--- src/rtl/ccp_pkg.sv ---
package ccp_pkg;
  localparam int unsigned TMR_W  = 16;
  localparam int unsigned ADDR_W = 4;
  localparam int unsigned BYTE_W = 8;

  typedef enum logic [1:0] {
    CK_DIV4 = 2'b00,
    CK_DIV2 = 2'b01,
    CK_DIV8 = 2'b10,
    CK_EXT  = 2'b11
  } clk_sel_e;

  typedef struct packed {
    logic     cap_a_rise;
    logic     spare;
    logic     pulse_en;
    logic     pwm_en;
    clk_sel_e src;
    logic     cap_b_rise;
    logic     ext_rise;
  } ctrl_t;

  localparam logic [ADDR_W-1:0] A_CTRL   = 4'd0;
  localparam logic [ADDR_W-1:0] A_STAT   = 4'd1;
  localparam logic [ADDR_W-1:0] A_CAPA_H = 4'd2;
  localparam logic [ADDR_W-1:0] A_CAPA_L = 4'd3;
  localparam logic [ADDR_W-1:0] A_CAPB_H = 4'd4;
  localparam logic [ADDR_W-1:0] A_CAPB_L = 4'd5;
  localparam logic [ADDR_W-1:0] A_CMPA_H = 4'd6;
  localparam logic [ADDR_W-1:0] A_CMPA_L = 4'd7;
  localparam logic [ADDR_W-1:0] A_CMPB_H = 4'd8;
  localparam logic [ADDR_W-1:0] A_CMPB_L = 4'd9;
  localparam logic [ADDR_W-1:0] A_CNT_H  = 4'd10;
  localparam logic [ADDR_W-1:0] A_CNT_L  = 4'd11;

  localparam logic [BYTE_W-1:0] CTRL_WMASK = 8'hBF;

  // Divider phase mask: a tick fires when all masked phase bits are one.
  function automatic logic [2:0] div_mask(input clk_sel_e s);
    case (s)
      CK_DIV2: return 3'b001;
      CK_DIV4: return 3'b011;
      CK_DIV8: return 3'b111;
      default: return 3'b000;
    endcase
  endfunction

  function automatic logic edge_hit(input logic now, input logic prev, input logic rise);
    return rise ? (now & ~prev) : (~now & prev);
  endfunction

  function automatic logic pwm_level(input logic [TMR_W-1:0] cnt, input logic [TMR_W-1:0] cmp);
    return cnt < cmp;
  endfunction

  function automatic logic [BYTE_W-1:0] byte_of(input logic [TMR_W-1:0] v, input logic hi);
    return hi ? v[TMR_W-1:BYTE_W] : v[BYTE_W-1:0];
  endfunction
endpackage

--- src/rtl/ccp_edge_sync.sv ---
module ccp_edge_sync #(
  parameter int STAGES = 2
) (
  input  logic clk,
  input  logic rst_n,
  input  logic pin_i,
  input  logic rise_i,
  output logic hit_o
);
  localparam int LAST = STAGES - 1;

  logic [LAST:0] sync_q;
  logic          prev_q;

  always_ff @(posedge clk or negedge rst_n) begin
    if (!rst_n) begin
      sync_q <= '0;
      prev_q <= 1'b0;
    end else begin
      sync_q <= {sync_q[LAST-1:0], pin_i};
      prev_q <= sync_q[LAST];
    end
  end

  assign hit_o = ccp_pkg::edge_hit(sync_q[LAST], prev_q, rise_i);
endmodule

--- src/rtl/ccp_prescale.sv ---
module ccp_prescale
  import ccp_pkg::*;
#(
  parameter bit HAS_EXT = 1'b1
) (
  input  logic     clk,
  input  logic     rst_n,
  input  clk_sel_e src_i,
  input  logic     ext_hit_i,
  output logic     tick_o
);
  localparam int PH_W = 3;

  logic [PH_W-1:0] phase_q;
  logic [PH_W-1:0] mask;

  always_ff @(posedge clk or negedge rst_n) begin
    if (!rst_n) phase_q <= '0;
    else        phase_q <= phase_q + PH_W'(1);
  end

  assign mask   = div_mask(src_i);
  assign tick_o = (src_i == CK_EXT) ? (ext_hit_i & HAS_EXT)
                                    : ((phase_q & mask) == mask);
endmodule

--- src/rtl/ccp_count_core.sv ---
module ccp_count_core
  import ccp_pkg::*;
(
  input  logic             clk,
  input  logic             rst_n,
  input  logic             tick_i,
  input  logic             pwm_i,
  input  logic             pulse_i,
  input  logic             trig_i,
  input  logic [TMR_W-1:0] cmp_a_i,
  input  logic [TMR_W-1:0] cmp_b_i,
  output logic [TMR_W-1:0] cnt_o,
  output logic             wrap_o,
  output logic             reload_o,
  output logic             start_o,
  output logic             busy_o,
  output logic             wave_o
);
  logic [TMR_W-1:0] cnt_q;
  logic [TMR_W-1:0] cnt_inc;
  logic             busy_q;
  logic             pulse_mode;

  assign pulse_mode = pulse_i & ~pwm_i;
  assign cnt_inc    = cnt_q + TMR_W'(1);
  assign start_o    = pulse_mode & trig_i & ~busy_q;
  assign reload_o   = pwm_i & tick_i & (cnt_q >= cmp_b_i);
  assign wrap_o     = tick_i & ~reload_o & ~start_o & (cnt_q == '1);

  always_ff @(posedge clk or negedge rst_n) begin
    if (!rst_n) begin
      cnt_q <= '0;
    end else if (start_o || reload_o) begin
      cnt_q <= '0;
    end else if (tick_i) begin
      cnt_q <= cnt_inc;
    end
  end

  always_ff @(posedge clk or negedge rst_n) begin
    if (!rst_n) begin
      busy_q <= 1'b0;
    end else if (!pulse_mode) begin
      busy_q <= 1'b0;
    end else if (start_o) begin
      busy_q <= 1'b1;
    end else if (busy_q && tick_i && (cnt_inc == cmp_a_i)) begin
      busy_q <= 1'b0;
    end
  end

  assign cnt_o  = cnt_q;
  assign busy_o = busy_q;
  assign wave_o = pwm_i ? pwm_level(cnt_q, cmp_a_i) : busy_q;
endmodule

--- src/rtl/ccp_timer.sv ---
module ccp_timer
  import ccp_pkg::*;
#(
  parameter bit HAS_EXT_PIN = 1'b1,
  parameter int SYNC_STAGES = 2
) (
  input  logic              clk,
  input  logic              rst_n,
  input  logic [ADDR_W-1:0] bus_addr,
  input  logic              bus_wr,
  input  logic              bus_rd,
  input  logic [BYTE_W-1:0] bus_wdata,
  output logic [BYTE_W-1:0] bus_rdata,
  input  logic              cap_a_pin,
  input  logic              cap_b_pin,
  input  logic              ext_clk_pin,
  output logic              cmp_out
);
  localparam int NUM_IN   = 3;  // 0: capture A, 1: capture B, 2: external clock
  localparam int NUM_CAP  = 2;
  localparam int NUM_FLAG = 3;  // 0: capture A, 1: capture B, 2: wrap

  ctrl_t            ctrl_q;
  logic [TMR_W-1:0] cmp_a_q, cmp_b_q, cnt;
  logic [TMR_W-1:0] cap_q [NUM_CAP];
  logic [TMR_W-1:0] cap_a_q, cap_b_q;
  logic [NUM_IN-1:0] pin_vec, rise_vec, hit;
  logic              tick, wrap_evt, reload_evt, start_evt, pulse_busy;
  logic              pwm_on;
  clk_sel_e          src_sel;

  logic [NUM_FLAG-1:0] flag_q, arm_q, flag_set, lo_acc, flag_clr;
  logic                bus_acc, stat_rd;

  assign pin_vec  = {ext_clk_pin, cap_b_pin, cap_a_pin};
  assign rise_vec = {ctrl_q.ext_rise, ctrl_q.cap_b_rise, ctrl_q.cap_a_rise};
  assign pwm_on   = ctrl_q.pwm_en;
  assign src_sel  = ctrl_q.src;

  for (genvar gi = 0; gi < NUM_IN; gi++) begin : g_sync
    ccp_edge_sync #(.STAGES(SYNC_STAGES)) u_sync (
      .clk    (clk),
      .rst_n  (rst_n),
      .pin_i  (pin_vec[gi]),
      .rise_i (rise_vec[gi]),
      .hit_o  (hit[gi])
    );
  end

  ccp_prescale #(.HAS_EXT(HAS_EXT_PIN)) u_pre (
    .clk       (clk),
    .rst_n     (rst_n),
    .src_i     (src_sel),
    .ext_hit_i (hit[2]),
    .tick_o    (tick)
  );

  ccp_count_core u_core (
    .clk      (clk),
    .rst_n    (rst_n),
    .tick_i   (tick),
    .pwm_i    (ctrl_q.pwm_en),
    .pulse_i  (ctrl_q.pulse_en),
    .trig_i   (hit[0]),
    .cmp_a_i  (cmp_a_q),
    .cmp_b_i  (cmp_b_q),
    .cnt_o    (cnt),
    .wrap_o   (wrap_evt),
    .reload_o (reload_evt),
    .start_o  (start_evt),
    .busy_o   (pulse_busy),
    .wave_o   (cmp_out)
  );

  for (genvar gc = 0; gc < NUM_CAP; gc++) begin : g_cap
    always_ff @(posedge clk or negedge rst_n) begin
      if (!rst_n)       cap_q[gc] <= '0;
      else if (hit[gc]) cap_q[gc] <= cnt;
    end
  end
  assign cap_a_q = cap_q[0];
  assign cap_b_q = cap_q[1];

  // Flag set sources and the low-byte access that completes each clear.
  assign bus_acc     = bus_rd | bus_wr;
  assign stat_rd     = bus_rd & (bus_addr == A_STAT);
  assign flag_set[0] = hit[0] | reload_evt;
  assign flag_set[1] = hit[1];
  assign flag_set[2] = wrap_evt;
  assign lo_acc[0]   = bus_acc & (bus_addr == A_CAPA_L);
  assign lo_acc[1]   = bus_acc & (bus_addr == A_CAPB_L);
  assign lo_acc[2]   = bus_acc & (bus_addr == A_CNT_L);

  for (genvar gf = 0; gf < NUM_FLAG; gf++) begin : g_flag
    assign flag_clr[gf] = lo_acc[gf] & arm_q[gf];

    always_ff @(posedge clk or negedge rst_n) begin
      if (!rst_n) begin
        flag_q[gf] <= 1'b0;
        arm_q[gf]  <= 1'b0;
      end else begin
        if (flag_set[gf])      flag_q[gf] <= 1'b1;
        else if (flag_clr[gf]) flag_q[gf] <= 1'b0;
        if (stat_rd)           arm_q[gf]  <= flag_q[gf];
        else if (lo_acc[gf])   arm_q[gf]  <= 1'b0;
      end
    end
  end

  always_ff @(posedge clk or negedge rst_n) begin
    if (!rst_n) begin
      ctrl_q  <= '0;
      cmp_a_q <= '0;
      cmp_b_q <= '0;
    end else if (bus_wr) begin
      case (bus_addr)
        A_CTRL:   ctrl_q               <= ctrl_t'(bus_wdata & CTRL_WMASK);
        A_CMPA_H: cmp_a_q[TMR_W-1:BYTE_W] <= bus_wdata;
        A_CMPA_L: cmp_a_q[BYTE_W-1:0]     <= bus_wdata;
        A_CMPB_H: cmp_b_q[TMR_W-1:BYTE_W] <= bus_wdata;
        A_CMPB_L: cmp_b_q[BYTE_W-1:0]     <= bus_wdata;
        default:  ;
      endcase
    end
  end

  always_comb begin
    case (bus_addr)
      A_CTRL:   bus_rdata = ctrl_q;
      A_STAT:   bus_rdata = {flag_q[0], flag_q[1], flag_q[2], 5'b0};
      A_CAPA_H: bus_rdata = byte_of(cap_a_q, 1'b1);
      A_CAPA_L: bus_rdata = byte_of(cap_a_q, 1'b0);
      A_CAPB_H: bus_rdata = byte_of(cap_b_q, 1'b1);
      A_CAPB_L: bus_rdata = byte_of(cap_b_q, 1'b0);
      A_CMPA_H: bus_rdata = byte_of(cmp_a_q, 1'b1);
      A_CMPA_L: bus_rdata = byte_of(cmp_a_q, 1'b0);
      A_CMPB_H: bus_rdata = byte_of(cmp_b_q, 1'b1);
      A_CMPB_L: bus_rdata = byte_of(cmp_b_q, 1'b0);
      A_CNT_H:  bus_rdata = byte_of(cnt, 1'b1);
      A_CNT_L:  bus_rdata = byte_of(cnt, 1'b0);
      default:  bus_rdata = '0;
    endcase
  end
endmodule

--- config.mk ---
export PLATFORM = sky130hd
export DESIGN_NAME = ccp_timer
export DESIGN_NICKNAME = d
export VERILOG_FILES = /design/src/rtl/ccp_pkg.sv /design/src/rtl/ccp_edge_sync.sv /design/src/rtl/ccp_prescale.sv /design/src/rtl/ccp_count_core.sv /design/src/rtl/ccp_timer.sv
export SDC_FILE = /design/constraint.sdc
export NUM_CORES = 1
export LEC_CHECK = 0
export ABC_AREA = 1
export BUFFER_PORTS_ARGS = -buffer_cell sky130_fd_sc_hd__buf_2
export CAP_MARGIN = 25
export CORE_MARGIN = 1.5
export CORE_UTILIZATION = 30
export CTS_CLUSTER_SIZE = 30
export DETAILED_ROUTE_END_ITERATION = 10
export PLACE_DENSITY = 0.41
export SLEW_MARGIN = 20
export SYNTH_ARGS = -nofsm -noshare
export SYNTH_HDL_FRONTEND = slang
export SYNTH_SLANG_ARGS = --single-unit
--- constraint.sdc ---
create_clock -name clk -period 2.1 [get_ports clk]
set_clock_uncertainty 0.1 [all_clocks]
set_input_delay 0.105 -clock clk [delete_from_list [all_inputs] [get_ports clk]]
set_output_delay 0.105 -clock clk [all_outputs]
set_load 0.01 [all_outputs]
==> results.md, run 1 <==
* Total grt overflow at 0
* Initial Utilization at 30.9%
* Site row count at 51
* Flop2flop setup slack at 0 ps
* Global Route Usage Sum at 22.6%
* Most common cell after layout, fill and taps aside: nand2_1
* H-tree depth at 3
* CTS Sinks at 106
* Worst-path fanout max at 7
* Initial DRC count at 438
* FF-to-FF Start: u_core.cnt_o[13]$_DFFE_PN0P_
* Fmax at 454 MHz
* MaxCap Viol Count at 0
* HP Start: bus_wdata[5]
* Post-route worst setup slack at -103 ps
* Worst setup path startpoint: u_core.cnt_o[7]$_DFFE_PN0P_
* Final worst path period share at 105%
* Worst-Margin Slew at 566 ps
* Worst hold margin at -5.86 ps
* Area Overhead vs Synth at 33.8%
* Final ANT Viol Nets at 0
* Routability Congestion at 0.943
* Setup crit start kind: flip-flop
* Syn Nets at 821
* Status: finished with violations
* Worst slew margin at 62.3%
* Fill cells at 2041
* Post-Synthesis Cell Area at 6050 sq um
* Mapped Cells at 768
* Skew-Pair Late Insertion Delay at 360 ps
* Maximum VDD drop at 0.478 mV
* Hold Crit Class: in -> reg
* Post-synth cell types at 34
* HPWL after DPL at 18.5 mm
* Most frequent cells in the layout: 170 x nand2_1, 105 x inv_1, 99 x dfrtp_1
* Post-Route WL at 23.7 mm
* Clk slew on worst S/H paths at 70 ps
* Final number of setup-violating endpoints at 3
* CORE AREA at 19600 sq um
* Die Y at 145 um
* Leak at 3.87 nW
* Drt wl/cell at 20.2 um
* Largest net degree at the start of global routing at 42
* DIE AREA at 21000 sq um
* Initial antenna violation count at 0
* Post-route DRC at 0
* Yosys warning total at 0
* Asr flop ratio synth at 100%
* Multi-input gate area at 3250 sq um
* Inserted Clock Buffers at 9
* Final Hold Fails at 3
* DRT Pass-1 Iters at 5
* Pre-CTS setup slack at -191 ps
* Share of cells above drive strength 1 at 27.8%
* First-pass GRT wire length at 35.2 mm
* Die Span X at 145 um
* Total negative slack at -103 ps
* Critical Path RT at 1890 ps
* FF+latch area at 2660 sq um
* Crit path DAT at 2000 ps
* CP Class: reg -> out
* Clock root cell: clkbuf_16
* RSZ-0062 raised after global routing: true
* Element type at the critical path end: primary output
* Main synth FF type: dfrtp_1
* Diode count at 0
* Final Critical Period at 2200 ps
* Max-slew violation count at 0
* Nets at 952
* Vias per cell at 5.05
* Post-synth EDFFs at 0
* DR vias at 5904
* IO Count at 28
* Mapped Avg Cell Area at 7.88 sq um
* Vias in the first global route at 5688
* Sequential area share after synthesis at 43.9%
* Flops & latches, synth at 106
* Pwr dens at 861 nW/um^2
* Max clock buf depth at 2
* PortBufs at 27
* Final core occ at 41.3%
* Clock tree from TritonCTS: built
* Failing checks: negative hold slack, negative setup slack
==> registers in the layout, indices dropped and copies added (netlist names), 3 cells and up <==
signal / count
ctrl_q: 4
arm_q: 3
u_pre.phase_q: 3
g_sync.u_sync.sync_q: 6
cap_a_q: 16
cmp_b_q: 16
u_core.cnt_o: 16
cmp_a_q: 16
flag_q: 3
g_sync.u_sync.prev_q: 3
cap_b_q: 16
==> repair_timing <==
action	4_1_cts	5_1_grt
buffers inserted	5	15
endpoints found under the hold margin	40	0
setup endpoints to repair	20	24
resized for setup	27	85
gates cloned	0	2
hold buffers	7	0
pin swaps	4	28
==> worst max-delay path, cell delays in order, from the launching register on <==
cell and delay (ps):
dfrtp_1 410, buf_4 180, ha_1 300, nand2_1 80
inv_1 60, nand4_1 90, o211ai_1 90, nand3_1 100
nand3_1 100, o21ai_2 80, buf_2 150
==> cell type report <==
type | count | area share [%]
flip-flops and latches | 106 | 32.9
clock inverters | 4 | 0.634
inverters | 120 | 5.61
multi-input cells | 523 | 40.2
clock buffers | 12 | 3.05
well taps | 265 | 4.10
repair buffers | 139 | 13.5
==> report_power, final <==
| part | internal (W) | switching, W | total [W] | leakage [nW] |
|---|---|---|---|---|
| combinational | 0.00112 | 0.00149 | 0.00261 | 2.36 |
| clock | 0.000961 | 0.000814 | 0.00177 | 0.143 |
| sequential | 0.00234 | 0.000242 | 0.00259 | 1.36 |
==> worst paths after layout <==
check / endpoint / depth (start not counted)
worst min register to register: g_sync[1].u_sync.sync_q[1]$_DFF_PN0_ / 0
worst min-delay path: cmp_b_q[5]$_DFFE_PN0P_ / 3
min in group asynchronous: g_sync[1].u_sync.sync_q[1]$_DFF_PN0_ / 2
max in group asynchronous: cmp_b_q[4]$_DFFE_PN0P_ / 3
worst max register to register: u_core.cnt_o[5]$_DFFE_PN0P_ / 10
worst max-delay path: cmp_out / 10
==> cells in the mapped netlist, types with 11 or more instances <==
master	count	area (sq um)
a21oi_1	30	150
a221oi_1	14	123
dfrtp_1	106	2650
ha_1	34	425
inv_1	113	424
nand2_1	175	657
nand2_2	11	68.8
nand3_1	46	230
nand4_1	22	138
nor2_1	33	124
o21ai_0	79	395
o21ai_1	22	110
o22ai_1	25	156
==> metal layers <==
layer  vias up  part of all wire [%]  wire [um]  global-route usage (%)
met5         -                     0          0                       0
li1       2828                     -          -                       -
met3        39                   6.1       1450                    4.06
met1      2822                    48      11300                    33.0
met4         0                   2.8        655                    6.44
met2       215                    43      10300                    33.9
==> cell families after synthesis <==
family          Yosys count  share of synthesized area (%)
fa+ha+maj                34                           7.03
compound gates          178                           16.5
xor+xnor                  4                           1.03
simple gates            306                           22.4
buf+inv                 139                           9.04
mux                       1                          0.186
flops                   106                           43.9
==> per-stage QoR <==
step | power (W) | instance area (sq um) | cells | hold WS (ps)
global placement | 0.00456 | 7070 | 1124 | 25.5
floorplan | 0.00359 | 6050 | 768 | -291
CTS | 0.00654 | 7570 | 1152 | 1.15
detailed placement | 0.00458 | 7070 | 1124 | 25.3
global route | 0.00738 | 8090 | 1169 | 6.32
finish | 0.00697 | 8090 | 1169 | -5.86
Power figures use the tool's default switching activity.
==> run 2, diff against run 1 <==
SKIP_CTS_REPAIR_TIMING = 1   (was default)
==> run 2 against run 1 <==
The run still ends with negative hold slack, negative setup slack left. Register-to-register slack better by 50 ps. Sequential share of layout area is 1.3 points higher. First-iteration DRC count is 10% lower. Count of clock-buffer cells in the layout stayed put. Combinational power is 13% lower. Critical endpoint unchanged.
==> results.md, run 2 (synthesis results as in run 1) <==
* Cells after DPL at 1124
* Routability Congestion at 0.943
* Total negative slack at -62.5 ps
* Initial DRC count at 394
* First-pass GRT wire length at 34.9 mm
* Slowest cell on crit path: dfrtp_2
* Placed Area at 7070 sq um
* IO Count at 28
* Fin cells at 1153
* Crit path DAT at 1960 ps
* Post-route worst setup slack at -62.5 ps
* Fill cells at 2067
* DR vias at 5772
* MaxCap Viol Count at 0
* Largest net degree at the start of global routing at 42
* Setup crit start kind: flip-flop
* Max-slew violation count at 0
* HPWL after DPL at 18.5 mm
* Crit path buf inv count at 1
* Family with the most delay on the worst path: compound AO/OA/AOI/OAI gates
* Worst r2r path cells at 12
* Inserted Clock Buffers at 9
* Hold endpoint: cmp_b_q[6]$_DFFE_PN0P_
* FF-to-FF Start: u_core.cnt_o[0]$_DFFE_PN0P_
* Worst-Margin Slew at 566 ps
* CORE AREA at 19600 sq um
* Die Y at 145 um
* Max stage delay on crit path at 470 ps
* Initial Utilization at 30.9%
* Pre-CTS setup slack at -191 ps
* Skew-Pair Late Insertion Delay at 360 ps
* DRT Pass-1 Iters at 5
* Diode count at 0
* Most common cell after layout, fill and taps aside: nand2_1
* H-tree depth at 3
* Leak at 3.74 nW
* Failing checks: negative hold slack, negative setup slack
* Status: finished with violations
* Element type at the critical path end: primary output
* Final Hold Fails at 8
* DIE AREA at 21000 sq um
* Worst-path fanout max at 6
* Final instance area at 7790 sq um
* Post-route DRC at 0
* FF-to-FF End: u_core.busy_o$_DFFE_PN0P_
* CP Class: reg -> out
* Clock tree from TritonCTS: built
* HP Start: bus_wdata[6]
* Maximum VDD drop at 0.440 mV
* Fmax at 462 MHz
* Final worst path period share at 103%
* Vias per cell at 5.01
* RSZ-0062 raised after global routing: true
* Die Span X at 145 um
* Final ANT Viol Nets at 0
* Most frequent cells in the layout: 171 x nand2_1, 105 x inv_1, 100 x dfrtp_1
* Pwr Total at 0.00664 W
* Flop2flop setup slack at 50 ps
* PortBufs at 27
* Vias in the first global route at 5612
* Area Overhead vs Synth at 28.8%
* WHS Path Cells at 3
* Pwr dens at 853 nW/um^2
* Post-Route WL at 23.2 mm
* CP cell instances: ha_1, a21oi_1, o31ai_2, a21oi_2, nand3_1, o21ai_2, buf_2
* Drt wl/cell at 20.1 um
* Max clock buf depth at 2
* Global Route Usage Sum at 22.4%
* Critical Path RT at 1890 ps
* CTS Sinks at 106
* Final number of setup-violating endpoints at 1
* Worst hold margin at -26.3 ps
* Clk slew on worst S/H paths at 70 ps
* Hold Crit Class: in -> reg
* Total grt overflow at 0
* Worst slew margin at 62.3%
* Clock root cell: clkbuf_16
* Nets at 936
* Site row count at 51
* Initial antenna violation count at 0
* Share of cells above drive strength 1 at 25.1%
* Final Critical Period at 2160 ps
[run 2: worst reg2reg max path: stages, from the launching register on]
cell and delay (ps):
dfrtp_1 400, buf_4 150, ha_1 230, nand2_4 150
nand2_2 100, a21oi_2 120, nand3_1 110, nor2_1 130
nand3_1 130, nor2_2 120, nand3_1 80, nand2_1 60
nand2_1 50
[run 2: worst max-delay path by stage]
stage,start,end,cells after the start
after floorplan,u_core.cnt_o[15]$_DFFE_PN0P_,u_core.cnt_o[8]$_DFFE_PN0P_,12
after global placement,u_core.cnt_o[1]$_DFFE_PN0P_,u_core.cnt_o[7]$_DFFE_PN0P_,10
after detailed placement,u_core.cnt_o[1]$_DFFE_PN0P_,u_core.cnt_o[7]$_DFFE_PN0P_,10
after CTS,u_core.cnt_o[1]$_DFFE_PN0P_,cmp_out,10
after global routing,cmp_a_q[11]$_DFFE_PN0P_,cmp_out,8
final,u_core.cnt_o[11]$_DFFE_PN0P_,cmp_out,7
[run 2: final cells by class]
| class | instances | area [sq um] | share of cell area [%] |
|---|---|---|---|
| inverters | 120 | 454 | 5.83 |
| well taps | 265 | 332 | 4.26 |
| flip-flops and latches | 106 | 2660 | 34.2 |
| multi-input cells | 523 | 3120 | 40.1 |
| repair buffers | 123 | 923 | 11.9 |
| clock buffers | 12 | 246 | 3.17 |
| clock inverters | 4 | 51.3 | 0.659 |
[run 2: per-stage QoR]
step	hold slack, ps	util [%]
final	-26.3	39.8
after detailed placement	25.3	36.1
after global routing	6.32	39.8
after global placement	25.5	36.1
after floorplan	-291	-
after CTS	-360	37.6
[run 2: where the power goes]
group	internal (W)	switching (W)	leakage (nW)
registers	0.00234	0.000243	1.36
logic	0.000923	0.00136	2.23
clock network	0.000961	0.000815	0.143
total	0.00423	0.00241	3.74
[run 2: routing by layer]
layer	wire length [um]	vias up	GRT usage, %
li1	-	2808	-
met1	11400	2748	32.9
met2	10100	191	33.6
met3	1270	25	4.09
met4	461	0	5.88
met5	0	-	0
==> run 3, diff against run 2 <==
REMOVE_ABC_BUFFERS = 1   (was default)
==> run 3 against run 2 <==
The run still ends with negative hold slack, negative setup slack left. Via count down 0.57%. Worst setup slack worse by 79 ps. Critical path depth up 1. Design area down 1.9%. Global-route usage up 0.050 points. Flip-flop and latch count unchanged. First-iteration DRC count up 0.76%. Combinational power down 7%. Clock power down 5%. Critical path type unchanged. Critical endpoint unchanged. Largest cell class unchanged.
==> results.md, run 3 (synthesis results as in run 1) <==
* Status: finished with violations
* Failing checks: negative hold slack, negative setup slack
* Worst hold margin at -48.4 ps
* DR vias at 5739
* FF+latch area at 2660 sq um
* Worst slew margin at 55.5%
* Critical Path RT at 1890 ps
* Final number of setup-violating endpoints at 1
* IO Count at 28
* Routability Congestion at 0.961
* Fill cells at 2070
* Most common cell after layout, fill and taps aside: nand2_1
* Final core occ at 39.0%
* Final Critical Period at 2240 ps
* H-tree depth at 3
* First-pass GRT wire length at 35.0 mm
* Maximum VDD drop at 0.352 mV
* Total grt overflow at 0
* Most frequent cells in the layout: 172 x nand2_1, 112 x inv_1, 101 x dfrtp_1
* Max-slew violation count at 0
* CTS Sinks at 106
* Fmax at 446 MHz
* Pwr Total at 0.00640 W
* CP Class: reg -> out
* Drt wl/cell at 19.9 um
* Skew-Pair Late Insertion Delay at 370 ps
* Area Overhead vs Synth at 26.3%
* Share of cells above drive strength 1 at 22.0%
* Pre-CTS setup slack at -54.9 ps
* Final worst path period share at 107%
* Initial DRC count at 397
* Crit path DAT at 2040 ps
* Die Span X at 145 um
* Clock root cell: clkbuf_16
* Final ANT Viol Nets at 0
* Worst-path fanout max at 6
* Diode count at 0
* Post-Route WL at 22.8 mm
* PortBufs at 27
* MaxCap Viol Count at 0
* Element type at the critical path end: primary output
* Multi-input gate area at 3020 sq um
* Setup crit start kind: flip-flop
* Nets at 929
* Pwr dens at 837 nW/um^2
* Final Hold Fails at 6
* DRT Pass-1 Iters at 7
* DIE AREA at 21000 sq um
* Post-route DRC at 0
* Site row count at 51
* Worst-Margin Slew at 667 ps
* Hold Crit Class: in -> reg
* Largest net degree at the start of global routing at 41
* Global Route Usage Sum at 22.4%
* Leak at 3.69 nW
* Initial Utilization at 30.9%
* Clk slew on worst S/H paths at 70 ps
* HPWL after DPL at 17.8 mm
* CORE AREA at 19600 sq um
* Inserted Clock Buffers at 9
* Initial antenna violation count at 0
* Die Y at 145 um
* Vias in the first global route at 5737
* Max clock buf depth at 2
* Post-route worst setup slack at -142 ps
* Clock tree from TritonCTS: built
* RSZ-0062 raised after global routing: true
* Vias per cell at 5.01
## run 3: path summary, 6_finish.rpt
kind | from | end | slack [ps] | cells after the start
max reg2reg | cmp_b_q[15]$_DFFE_PN0P_ | u_core.cnt_o[4]$_DFFE_PN0P_ | 60 | 10
min | bus_wdata[2] | cmp_b_q[2]$_DFFE_PN0P_ | -50 | 3
max in group asynchronous | rst_n | cmp_b_q[9]$_DFFE_PN0P_ | 1080 | 3
max | u_core.cnt_o[11]$_DFFE_PN0P_ | cmp_out | -140 | 8
min reg2reg | g_sync[2].u_sync.sync_q[0]$_DFF_PN0_ | g_sync[2].u_sync.sync_q[1]$_DFF_PN0_ | 250 | 0
min in group asynchronous | rst_n | cap_a_q[10]$_DFFE_PN0P_ | 190 | 2
## run 3: routing by layer
| metal | wire, um | GRT usage, % | vias up |
|---|---|---|---|
| met1 | 10900 | 31.7 | 2772 |
| met2 | 10100 | 34.4 | 161 |
| li1 | - | - | 2780 |
| met4 | 381 | 6.34 | 0 |
| met3 | 1530 | 4.91 | 26 |
| met5 | 0 | 0 | - |
## run 3: layout make-up
class	count	share of cell area, %
multi-input combinational	523	39.6
tap	265	4.34
clock buffer	10	3.13
clock inverter	6	0.655
inverter	120	5.93
timing repair buffer	116	11.6
sequential	106	34.8
## run 3: critical path: stages (launching register included)
cell     delay [ps]
dfrtp_1         430
buf_4           200
ha_1            310
a21oi_2         160
o31ai_2          80
a21oi_1         120
nand3_1         100
o21ai_2         100
buf_2           160
## run 3: stage by stage
stage	cells	TNS (ps)	instance area, sq um
floorplan	749	-7240	5950
global placement	1114	-141	7010
detailed placement	1114	-62.6	7010
CTS	1130	-712	7300
global route	1146	-476	7640
finish	1146	-142	7640
## run 3: where the power goes
group          switching, W  internal (W)  total [W]
clock              0.000842      0.000849    0.00169
sequential         0.000244       0.00234    0.00259
combinational       0.00128      0.000835    0.00212
